`src/rtl/bsync_pkg.sv`:
```
package bsync_pkg;
  typedef enum logic [1:0] {
    ST_IDLE  = 2'd0,
    ST_EXCH  = 2'd1,
    ST_DRAIN = 2'd2
  } bsync_state_e;

  function automatic int rnd_width(input int n);
    return (n > 1) ? $clog2(n) : 1;
  endfunction
endpackage

```
`src/rtl/bsync_link_rx.sv`:
```
module bsync_link_rx (
  input  logic clk_i,
  input  logic rst_ni,
  input  logic valid_i,
  input  logic par_i,
  input  logic step_par_i,
  input  logic clr_i,
  output logic ready_o,
  output logic have_o
);
  logic have_q;

  // only a token of the current step, and one per round
  assign ready_o = !have_q && (par_i == step_par_i);
  assign have_o  = have_q;

  always_ff @(posedge clk_i or negedge rst_ni) begin
    if (!rst_ni)                have_q <= 1'b0;
    else if (clr_i)             have_q <= 1'b0;
    else if (valid_i && ready_o) have_q <= 1'b1;
  end
endmodule

```
`src/rtl/bsync_link_tx.sv`:
```
module bsync_link_tx (
  input  logic clk_i,
  input  logic rst_ni,
  input  logic send_i,
  input  logic clr_i,
  input  logic step_par_i,
  input  logic ready_i,
  output logic valid_o,
  output logic par_o,
  output logic sent_o
);
  logic sent_q;

  assign valid_o = send_i && !sent_q;
  assign par_o   = step_par_i;
  assign sent_o  = sent_q;

  always_ff @(posedge clk_i or negedge rst_ni) begin
    if (!rst_ni)                 sent_q <= 1'b0;
    else if (clr_i)              sent_q <= 1'b0;
    else if (valid_o && ready_i) sent_q <= 1'b1;
  end
endmodule

```
`src/rtl/bsync_ctrl.sv`:
```
module bsync_ctrl
  import bsync_pkg::*;
#(
  parameter int NUM_ROUNDS = 4
) (
  input  logic clk_i,
  input  logic rst_ni,
  input  logic done_i,
  input  logic pend_zero_i,
  input  logic rnd_done_i,
  output logic send_o,
  output logic clr_o,
  output logic adv_o,
  output logic step_par_o
);
  localparam int RND_W = rnd_width(NUM_ROUNDS);
  localparam logic [RND_W-1:0] RND_LAST = RND_W'(NUM_ROUNDS - 1);

  bsync_state_e state_q, state_d;
  logic [RND_W-1:0] rnd_q, rnd_d;
  logic armed_q, armed_d;
  logic par_q, par_d;
  logic adv_q, adv_d;

  assign send_o     = (state_q == ST_EXCH);
  assign clr_o      = (state_q == ST_EXCH) && rnd_done_i;
  assign adv_o      = adv_q;
  assign step_par_o = par_q;

  always_comb begin
    state_d = state_q;
    rnd_d   = rnd_q;
    armed_d = armed_q || !done_i;
    par_d   = par_q;
    adv_d   = 1'b0;
    unique case (state_q)
      ST_IDLE: begin
        if (done_i && armed_q) begin
          state_d = ST_EXCH;
          rnd_d   = '0;
        end
      end
      ST_EXCH: begin
        if (rnd_done_i) begin
          if (rnd_q == RND_LAST) begin
            if (pend_zero_i) begin
              adv_d   = 1'b1;
              par_d   = !par_q;
              armed_d = 1'b0;
              state_d = ST_IDLE;
            end else begin
              state_d = ST_DRAIN;
            end
          end else begin
            rnd_d = rnd_q + 1'b1;
          end
        end
      end
      ST_DRAIN: begin
        if (pend_zero_i) begin
          adv_d   = 1'b1;
          par_d   = !par_q;
          armed_d = 1'b0;
          state_d = ST_IDLE;
        end
      end
      default: state_d = ST_IDLE;
    endcase
  end

  always_ff @(posedge clk_i or negedge rst_ni) begin
    if (!rst_ni) begin
      state_q <= ST_IDLE;
      rnd_q   <= '0;
      armed_q <= 1'b0;
      par_q   <= 1'b0;
      adv_q   <= 1'b0;
    end else begin
      state_q <= state_d;
      rnd_q   <= rnd_d;
      armed_q <= armed_d;
      par_q   <= par_d;
      adv_q   <= adv_d;
    end
  end
endmodule

```
`src/rtl/barrier_sync.sv`:
```
module barrier_sync #(
  parameter int                     NUM_DIRS   = 4,
  parameter logic [NUM_DIRS-1:0]    DIR_EN     = '1,
  parameter int                     NUM_ROUNDS = 4,
  parameter int                     CNT_W      = 8
) (
  input  logic                clk_i,
  input  logic                rst_ni,
  input  logic                done_i,
  input  logic [CNT_W-1:0]    pend_cnt_i,
  input  logic [NUM_DIRS-1:0] tok_valid_i,
  input  logic [NUM_DIRS-1:0] tok_par_i,
  output logic [NUM_DIRS-1:0] tok_ready_o,
  output logic [NUM_DIRS-1:0] tok_valid_o,
  output logic [NUM_DIRS-1:0] tok_par_o,
  input  logic [NUM_DIRS-1:0] tok_ready_i,
  output logic                adv_o,
  output logic                step_par_o
);
  logic [NUM_DIRS-1:0] have;
  logic [NUM_DIRS-1:0] sent;
  logic send, clr, par;
  logic rnd_done;

  assign rnd_done   = (&have) && (&sent);
  assign step_par_o = par;

  for (genvar d = 0; d < NUM_DIRS; d++) begin : g_link
    if (DIR_EN[d]) begin : g_on
      bsync_link_rx u_rx (
        .clk_i      (clk_i),
        .rst_ni     (rst_ni),
        .valid_i    (tok_valid_i[d]),
        .par_i      (tok_par_i[d]),
        .step_par_i (par),
        .clr_i      (clr),
        .ready_o    (tok_ready_o[d]),
        .have_o     (have[d])
      );
      bsync_link_tx u_tx (
        .clk_i      (clk_i),
        .rst_ni     (rst_ni),
        .send_i     (send),
        .clr_i      (clr),
        .step_par_i (par),
        .ready_i    (tok_ready_i[d]),
        .valid_o    (tok_valid_o[d]),
        .par_o      (tok_par_o[d]),
        .sent_o     (sent[d])
      );
    end else begin : g_off
      // edge link: silent and never waited on
      assign tok_ready_o[d] = 1'b0;
      assign tok_valid_o[d] = 1'b0;
      assign tok_par_o[d]   = 1'b0;
      assign have[d]        = 1'b1;
      assign sent[d]        = 1'b1;
    end
  end

  bsync_ctrl #(.NUM_ROUNDS(NUM_ROUNDS)) u_ctrl (
    .clk_i       (clk_i),
    .rst_ni      (rst_ni),
    .done_i      (done_i),
    .pend_zero_i (pend_cnt_i == '0),
    .rnd_done_i  (rnd_done),
    .send_o      (send),
    .clr_o       (clr),
    .adv_o       (adv_o),
    .step_par_o  (par)
  );
endmodule

```
`config.mk`:
```
export PLATFORM = sky130hd
export DESIGN_NAME = barrier_sync
export DESIGN_NICKNAME = d
export VERILOG_FILES = /design/src/rtl/bsync_pkg.sv /design/src/rtl/bsync_link_rx.sv /design/src/rtl/bsync_link_tx.sv /design/src/rtl/bsync_ctrl.sv /design/src/rtl/barrier_sync.sv
export SDC_FILE = /design/constraint.sdc
export NUM_CORES = 1
export LEC_CHECK = 0
export CAP_MARGIN = 10
export CORE_UTILIZATION = 45
export DETAILED_ROUTE_END_ITERATION = 10
export PLACE_DENSITY_LB_ADDON = 0.2
export SLEW_MARGIN = 15
export SYNTH_ARGS = -nofsm -noshare
export SYNTH_HDL_FRONTEND = slang
export SYNTH_HIERARCHICAL = 1
export SYNTH_SLANG_ARGS = --single-unit
export TNS_END_PERCENT = 50
```
`constraint.sdc`:
```
create_clock -name clk_i -period 2.9 [get_ports clk_i]
set_clock_uncertainty 0.15 [all_clocks]
set_input_delay 0.58 -clock clk_i [delete_from_list [all_inputs] [get_ports clk_i]]
set_output_delay 0.58 -clock clk_i [all_outputs]
set_load 0.1 [all_outputs]
```
Word-level counts from Yosys, hierarchy flattened
Index checks and enable logic that the tools add are counted.
{"block": "word_totals", "ff_bits": 15, "in_bits": 23, "elab_cells": 111, "output_inout_bits": 14}
{"block": "classes", "n_mux": 38, "n_addsub": 1, "reduce_logical": 47, "eq_ne": 12}
{"cell": "2-to-1 mux 1 bit", "count": 25}
{"cell": "nonzero test 2 bit", "count": 10}
{"cell": "logical AND 1 bit", "count": 19}
{"cell": "2-to-1 mux 2 bit", "count": 8}
{"cell": "AND reduction 4 bit", "count": 4}
{"cell": "logical NOT 1 bit", "count": 10}
{"cell": "logical NOT 8 bit", "count": 1}
{"cell": "inequality test 2 x 1 -> 1 bit, second input constant", "count": 4}
{"cell": "one-hot mux 1 bit (2 select lines)", "count": 3}
{"cell": "one-hot mux 2 bit (3 select lines)", "count": 1}
{"cell": "== test 1 bit", "count": 4}
{"cell": "== test 2 bit, second input constant", "count": 2}
{"cell": "one-hot mux 2 bit (2 select lines)", "count": 1}
{"cell": "AND reduction 3 bit", "count": 1}
{"cell": "adder 2 x 1 -> 2 bit, second input constant", "count": 1}
{"cell": "== test 2 x 1 -> 1 bit, second input constant", "count": 1}
{"cell": "logical NOT 2 bit", "count": 1}
{"cell": "inequality test 2 bit, second input constant", "count": 1}
{"cell": "logical OR 1 bit", "count": 1}

Logic depth before layout (Yosys ltp)
{"block": "depth", "depth_word": 6, "ltp_mapped": 6, "ltp_nobuf": 5}

Modules after synthesis
Netlist, hierarchy kept.
{"mod": "bsync_ctrl", "n_inst": 1, "area_each_um2": 476.7, "cells_each": 45, "seq_area_each_um2": 175.2}
{"mod": "bsync_link_rx", "n_inst": 4, "area_each_um2": 53.8, "cells_each": 6, "seq_area_each_um2": 25.0}
{"mod": "bsync_link_tx", "n_inst": 4, "area_each_um2": 47.5, "cells_each": 5, "seq_area_each_um2": 25.0}
{"mod": "barrier_sync", "n_inst": 1, "area_each_um2": 35.0, "cells_each": 6, "seq_area_each_um2": 0.0}

Worst setup path after synthesis
OpenSTA, ideal clock, no wires.
{"block": "synth_path", "path_kind": "register to output", "from": "register u_ctrl.par_q (netlist: u_ctrl/step_par_o)", "to": "output tok_ready_o[0]", "path_slack_ns": -0.396, "stages_incl_launch_ff": 3, "t_required_ns": 2.170, "arrival_ns": 2.566, "n_path_buf": 0, "cell_sequence": "dfrtp_1 xor2_1 nor2_1"}
{"block": "synth_between", "elab_chain_cells": 2}
{"element": "from (decl)", "line": "bsync_ctrl.sv:22", "source": "logic par_q, par_d;"}
{"element": "from (signal assigned)", "line": "bsync_ctrl.sv:82", "source": "par_q <= par_d;"}
{"element": "== test 1 bit", "line": "bsync_link_rx.sv:14", "source": "assign ready_o = !have_q && (par_i == step_par_i);"}
{"element": "logical AND 1 bit", "line": "bsync_link_rx.sv:14"}
{"element": "to (decl)", "line": "barrier_sync.sv:13", "source": "output logic [NUM_DIRS-1:0] tok_ready_o,"}
No other way between the ends.

Worst setup path after layout
{"block": "layout_path", "from": "register u_ctrl.state_q[1]", "to": "output tok_valid_o[3]"}
{"block": "layout_between", "elab_chain_cells": 2}
{"element": "from (decl)", "line": "bsync_ctrl.sv:19", "source": "bsync_state_e state_q, state_d;"}
{"element": "from (signal assigned)", "line": "bsync_ctrl.sv:79", "source": "state_q <= state_d;"}
{"element": "== test 2 x 1 -> 1 bit", "line": "bsync_ctrl.sv:25", "source": "assign send_o = (state_q == ST_EXCH);"}
{"element": "net send", "line": "barrier_sync.sv:22", "source": "logic send, clr, par;"}
{"element": "logical AND 1 bit", "line": "bsync_link_tx.sv:14", "source": "assign valid_o = send_i && !sent_q;"}
{"element": "to (decl)", "line": "barrier_sync.sv:14", "source": "output logic [NUM_DIRS-1:0] tok_valid_o,"}
The timed path passes the listed nets, and every way through them passes these cells.

==> run_summary.xml <==
<?xml version="1.0" encoding="UTF-8"?>
<metrics>
  <group name="cts">
    <metric name="clock_path_buffers" unit="">2</metric>
    <metric name="post_cts_resized" unit="">0</metric>
    <metric name="clock_tree.htree_level_count" unit="">1</metric>
    <metric name="cts_post_setup_buffers_inserted" unit="">0</metric>
    <metric name="insertion_delay" unit="ps">280</metric>
    <metric name="cts_made_buffers" unit="">3</metric>
    <metric name="root_buffer" unit="">clkbuf_4</metric>
    <metric name="cts.clk_slew.worst_paths" unit="ps">90</metric>
    <metric name="cts_sinks" unit="">15</metric>
    <metric name="hold_buf_cts" unit="">0</metric>
    <metric name="clock_tree_from_tritoncts" unit="">done</metric>
  </group>
  <group name="placed_design">
    <metric name="io_buffer_count" unit="">36</metric>
    <metric name="postPlaceCellArea" unit="µm²">1338</metric>
    <metric name="hpwlAfterDp" unit="µm">1583</metric>
    <metric name="gp_weighted_congestion" unit="">0.7741</metric>
    <metric name="placed_cells" unit="">151</metric>
  </group>
  <group name="yosys">
    <metric name="synth.cell_area" unit="µm²">917.1</metric>
    <metric name="number_of_synthesized_register_bits" unit="">15</metric>
    <metric name="yosysTopAreaCell" unit="">dfrtp_1</metric>
    <metric name="synth_area_per_cell" unit="µm²">9.654</metric>
    <metric name="synth_top_flop_cell" unit="">dfrtp_1</metric>
    <metric name="syn_inst" unit="">95</metric>
    <metric name="async_flop_share" unit="%">100.0</metric>
    <metric name="yosys.cell_count.top_type" unit="">dfrtp_1</metric>
    <metric name="synth.yosys.seq_area_share" unit="%">40.93</metric>
    <metric name="top_area_cell_type_share_of_the_netlist_area" unit="%">40.93</metric>
    <metric name="synth.area.top_cells" unit="">dfrtp_1, nor2_1, ha_1, xor2_1, a21boi_4</metric>
    <metric name="synth.cells.most_frequent" unit="">dfrtp_1, nor2_1, inv_1</metric>
    <metric name="synth_cell_type_count" unit="">28</metric>
    <metric name="yosys_warnings" unit="">6</metric>
    <metric name="synth_fp_nets" unit="">122</metric>
    <metric name="number_of_enable_type_register_cells_in_the_synthesized_netlist" unit="">0</metric>
  </group>
  <group name="route">
    <metric name="routedWlPerCell" unit="µm">12.61</metric>
    <metric name="first_drt_pass_iteration_count" unit="">2</metric>
    <metric name="drcViolationCount" unit="">0</metric>
    <metric name="total_wire_length" unit="µm">1954</metric>
    <metric name="detailroute.via_count" unit="">778</metric>
    <metric name="vias_per_cell" unit="">5.019</metric>
    <metric name="final_antenna_net_count" unit="">0</metric>
    <metric name="drt_iter0_drc" unit="">6</metric>
  </group>
  <group name="pwr">
    <metric name="p_leak" unit="µW">0.0006107</metric>
    <metric name="power_density" unit="nW/µm²">950.2</metric>
    <metric name="worst_vdd_rail_ir_drop" unit="µV">750.9</metric>
  </group>
  <group name="final_layout">
    <metric name="stdcell_count" unit="">155</metric>
    <metric name="area.growth.synth_to_final" unit="%">48.70</metric>
    <metric name="drive_gt1_share" unit="%">20.77</metric>
    <metric name="layout.nets" unit="">158</metric>
    <metric name="final_core_utilization" unit="%">74.91</metric>
    <metric name="antenna_cells_inserted" unit="">0</metric>
    <metric name="final_cell_area" unit="µm²">1364</metric>
    <metric name="nFillCells" unit="">130</metric>
  </group>
  <group name="setup_path">
    <metric name="timing.critical_path.from" unit="">u_ctrl/state_q[1]</metric>
    <metric name="worst-r2r-setup-slack" unit="ps">980</metric>
    <metric name="endpoint" unit="">tok_valid_o[3]</metric>
    <metric name="timing.critical_path.arrival" unit="ps">1800</metric>
    <metric name="worst-setup-path-type" unit="">flip-flop to primary output</metric>
    <metric name="crit_path_start_kind" unit="">flip-flop</metric>
    <metric name="r2r_cells" unit="">5</metric>
    <metric name="r2r-start" unit="">u_ctrl/state_q[1]</metric>
    <metric name="crit_path_end_kind" unit="">primary output</metric>
    <metric name="worstReg2RegEnd" unit="">u_ctrl/state_q[1]</metric>
    <metric name="crit_fanout" unit="">17</metric>
    <metric name="crit_required" unit="ps">2170</metric>
  </group>
  <group name="timing">
    <metric name="post-route-period-util" unit="%">87.21</metric>
    <metric name="rsz_0062_raised_after_global_routing" unit="">no</metric>
    <metric name="final.setup.tns" unit="ps">0</metric>
    <metric name="clock.fmax" unit="MHz">395.4</metric>
    <metric name="timing_hold_violations_final" unit="">0</metric>
    <metric name="worstMarginPinSlew" unit="ps">660.1</metric>
    <metric name="worst_hold_slack" unit="ps">378.4</metric>
    <metric name="slew_headroom" unit="%">55.86</metric>
    <metric name="final_period_minus_worst_setup_slack" unit="ps">2529</metric>
    <metric name="timing.final.max_slew_violations" unit="">0</metric>
    <metric name="timing.final.setup_violations" unit="">0</metric>
  </group>
  <group name="worst_hold_path">
    <metric name="hp-start" unit="">g_link[1].g_on.u_tx/sent_o</metric>
    <metric name="worst_hold_path_type" unit="">flip-flop to flip-flop</metric>
  </group>
  <group name="floorplanning">
    <metric name="io_pins" unit="">37</metric>
    <metric name="die_h" unit="µm">47.15</metric>
    <metric name="fp-row-count" unit="">15</metric>
    <metric name="floorplan_die_area" unit="µm²">2223</metric>
    <metric name="core_area" unit="µm²">1821</metric>
    <metric name="starting_density_of_the_core" unit="%">50.38</metric>
    <metric name="die_w" unit="µm">47.15</metric>
  </group>
  <group name="grt">
    <metric name="global_route.usage.total" unit="%">20.95</metric>
    <metric name="gr-total-overflow" unit="">0</metric>
    <metric name="vias_in_the_first_global_route" unit="">738</metric>
    <metric name="maximum_number_of_pins_on_one_net_before_global_route_repair" unit="">18</metric>
    <metric name="grt_antenna_before_repair" unit="">0</metric>
    <metric name="grt_first_pass_wirelength" unit="µm">3111</metric>
  </group>
  <group name="status">
    <metric name="run_status" unit="">finished, final reports clean</metric>
  </group>
  <group name="job">
    <metric name="max_cap_viol_count" unit="">0</metric>
  </group>
</metrics>
critical path, stage by stage (launching register included):
cell,delay [ps]
dfrtp_1,410
inv_1,90
ha_1,480
nor2b_1,310
buf_12,210
report_power, final:
part	internal (µW)	switching [µW]	total [µW]	leakage, µW
Combinational	311	518	830	0.000423
Sequential	282	66.9	349	0.000173
Clock	53.4	64.2	118	0.0000150
Total	647	649	1300	0.000611
metrics by stage:
stage	total power [µW]	worst slack [ps]
after floorplan	958.2	-395.7
after detailed placement	1189	448.6
final	1296	371.0
after CTS	1306	359.2
after global routing	1369	267.2
after global placement	1170	497.0
metal layers:
layer  wire [µm]  vias to the layer above  global-route usage, %
met1         818                      359                  24.09
met3          70                        4                  3.846
met2        1035                       20                  37.22
met4          29                        0                  10.29
met5           0                        -                      0
li1            -                      395                      -
how the worst min path moves through the flow:
| stage | to | slack, ps | cells past startpoint |
|---|---|---|---|
| finish | g_link[1].g_on.u_tx/sent_o | 380 | 2 |
| floorplan | g_link[0].g_on.u_rx/have_o | 130 | 0 |
| global placement | g_link[1].g_on.u_tx/sent_o | 360 | 2 |
| detailed placement | g_link[1].g_on.u_tx/sent_o | 370 | 2 |
| CTS | g_link[1].g_on.u_tx/sent_o | 380 | 2 |
| global route | g_link[1].g_on.u_tx/sent_o | 410 | 2 |
cell families after synthesis:
| group | Yosys count | synth area share [%] |
|---|---|---|
| AO/OA/AOI/OAI | 19 | 18.42 |
| AND/OR/NAND/NOR | 39 | 22.65 |
| adder cells (fa/ha/maj) | 4 | 5.457 |
| flip-flops | 15 | 40.93 |
| XOR/XNOR | 5 | 4.775 |
| buffers and inverters | 13 | 7.776 |
placed cells by master, fill, tap and decap left out, drive strengths merged, types with 4 or more instances in the layout:
cell           netlist  routed
ha                   4       4
nand2                4       4
buf                  5      14
xor2                 5       5
inv                  8       8
clkdlybuf4s50        0      22
a21oi                6       6
nor2b                6       6
clkbuf               0       4
nand2b               5       5
o22ai                4       4
dfrtp               15      15
nor2                14      14
cell type report:
type,count,area (µm²),share of cell area [%]
tap,25,31.28,2.294
sequential,15,375.4,27.52
clock buffer,4,26.28,1.927
multi-input combinational,67,475.5,34.86
timing repair buffer,36,425.4,31.19
inverter,8,30.03,2.202
registers in the layout, summed over array words and instances (netlist names):
name	count
g_link.g_on.u_rx/have_o	4
g_link.g_on.u_tx/sent_o	4
u_ctrl/rnd_q	2
u_ctrl/state_q	2
u_ctrl/adv_o	1
u_ctrl/armed_q	1
u_ctrl/step_par_o	1
No activity file was read; power rests on OpenSTA's default activity.
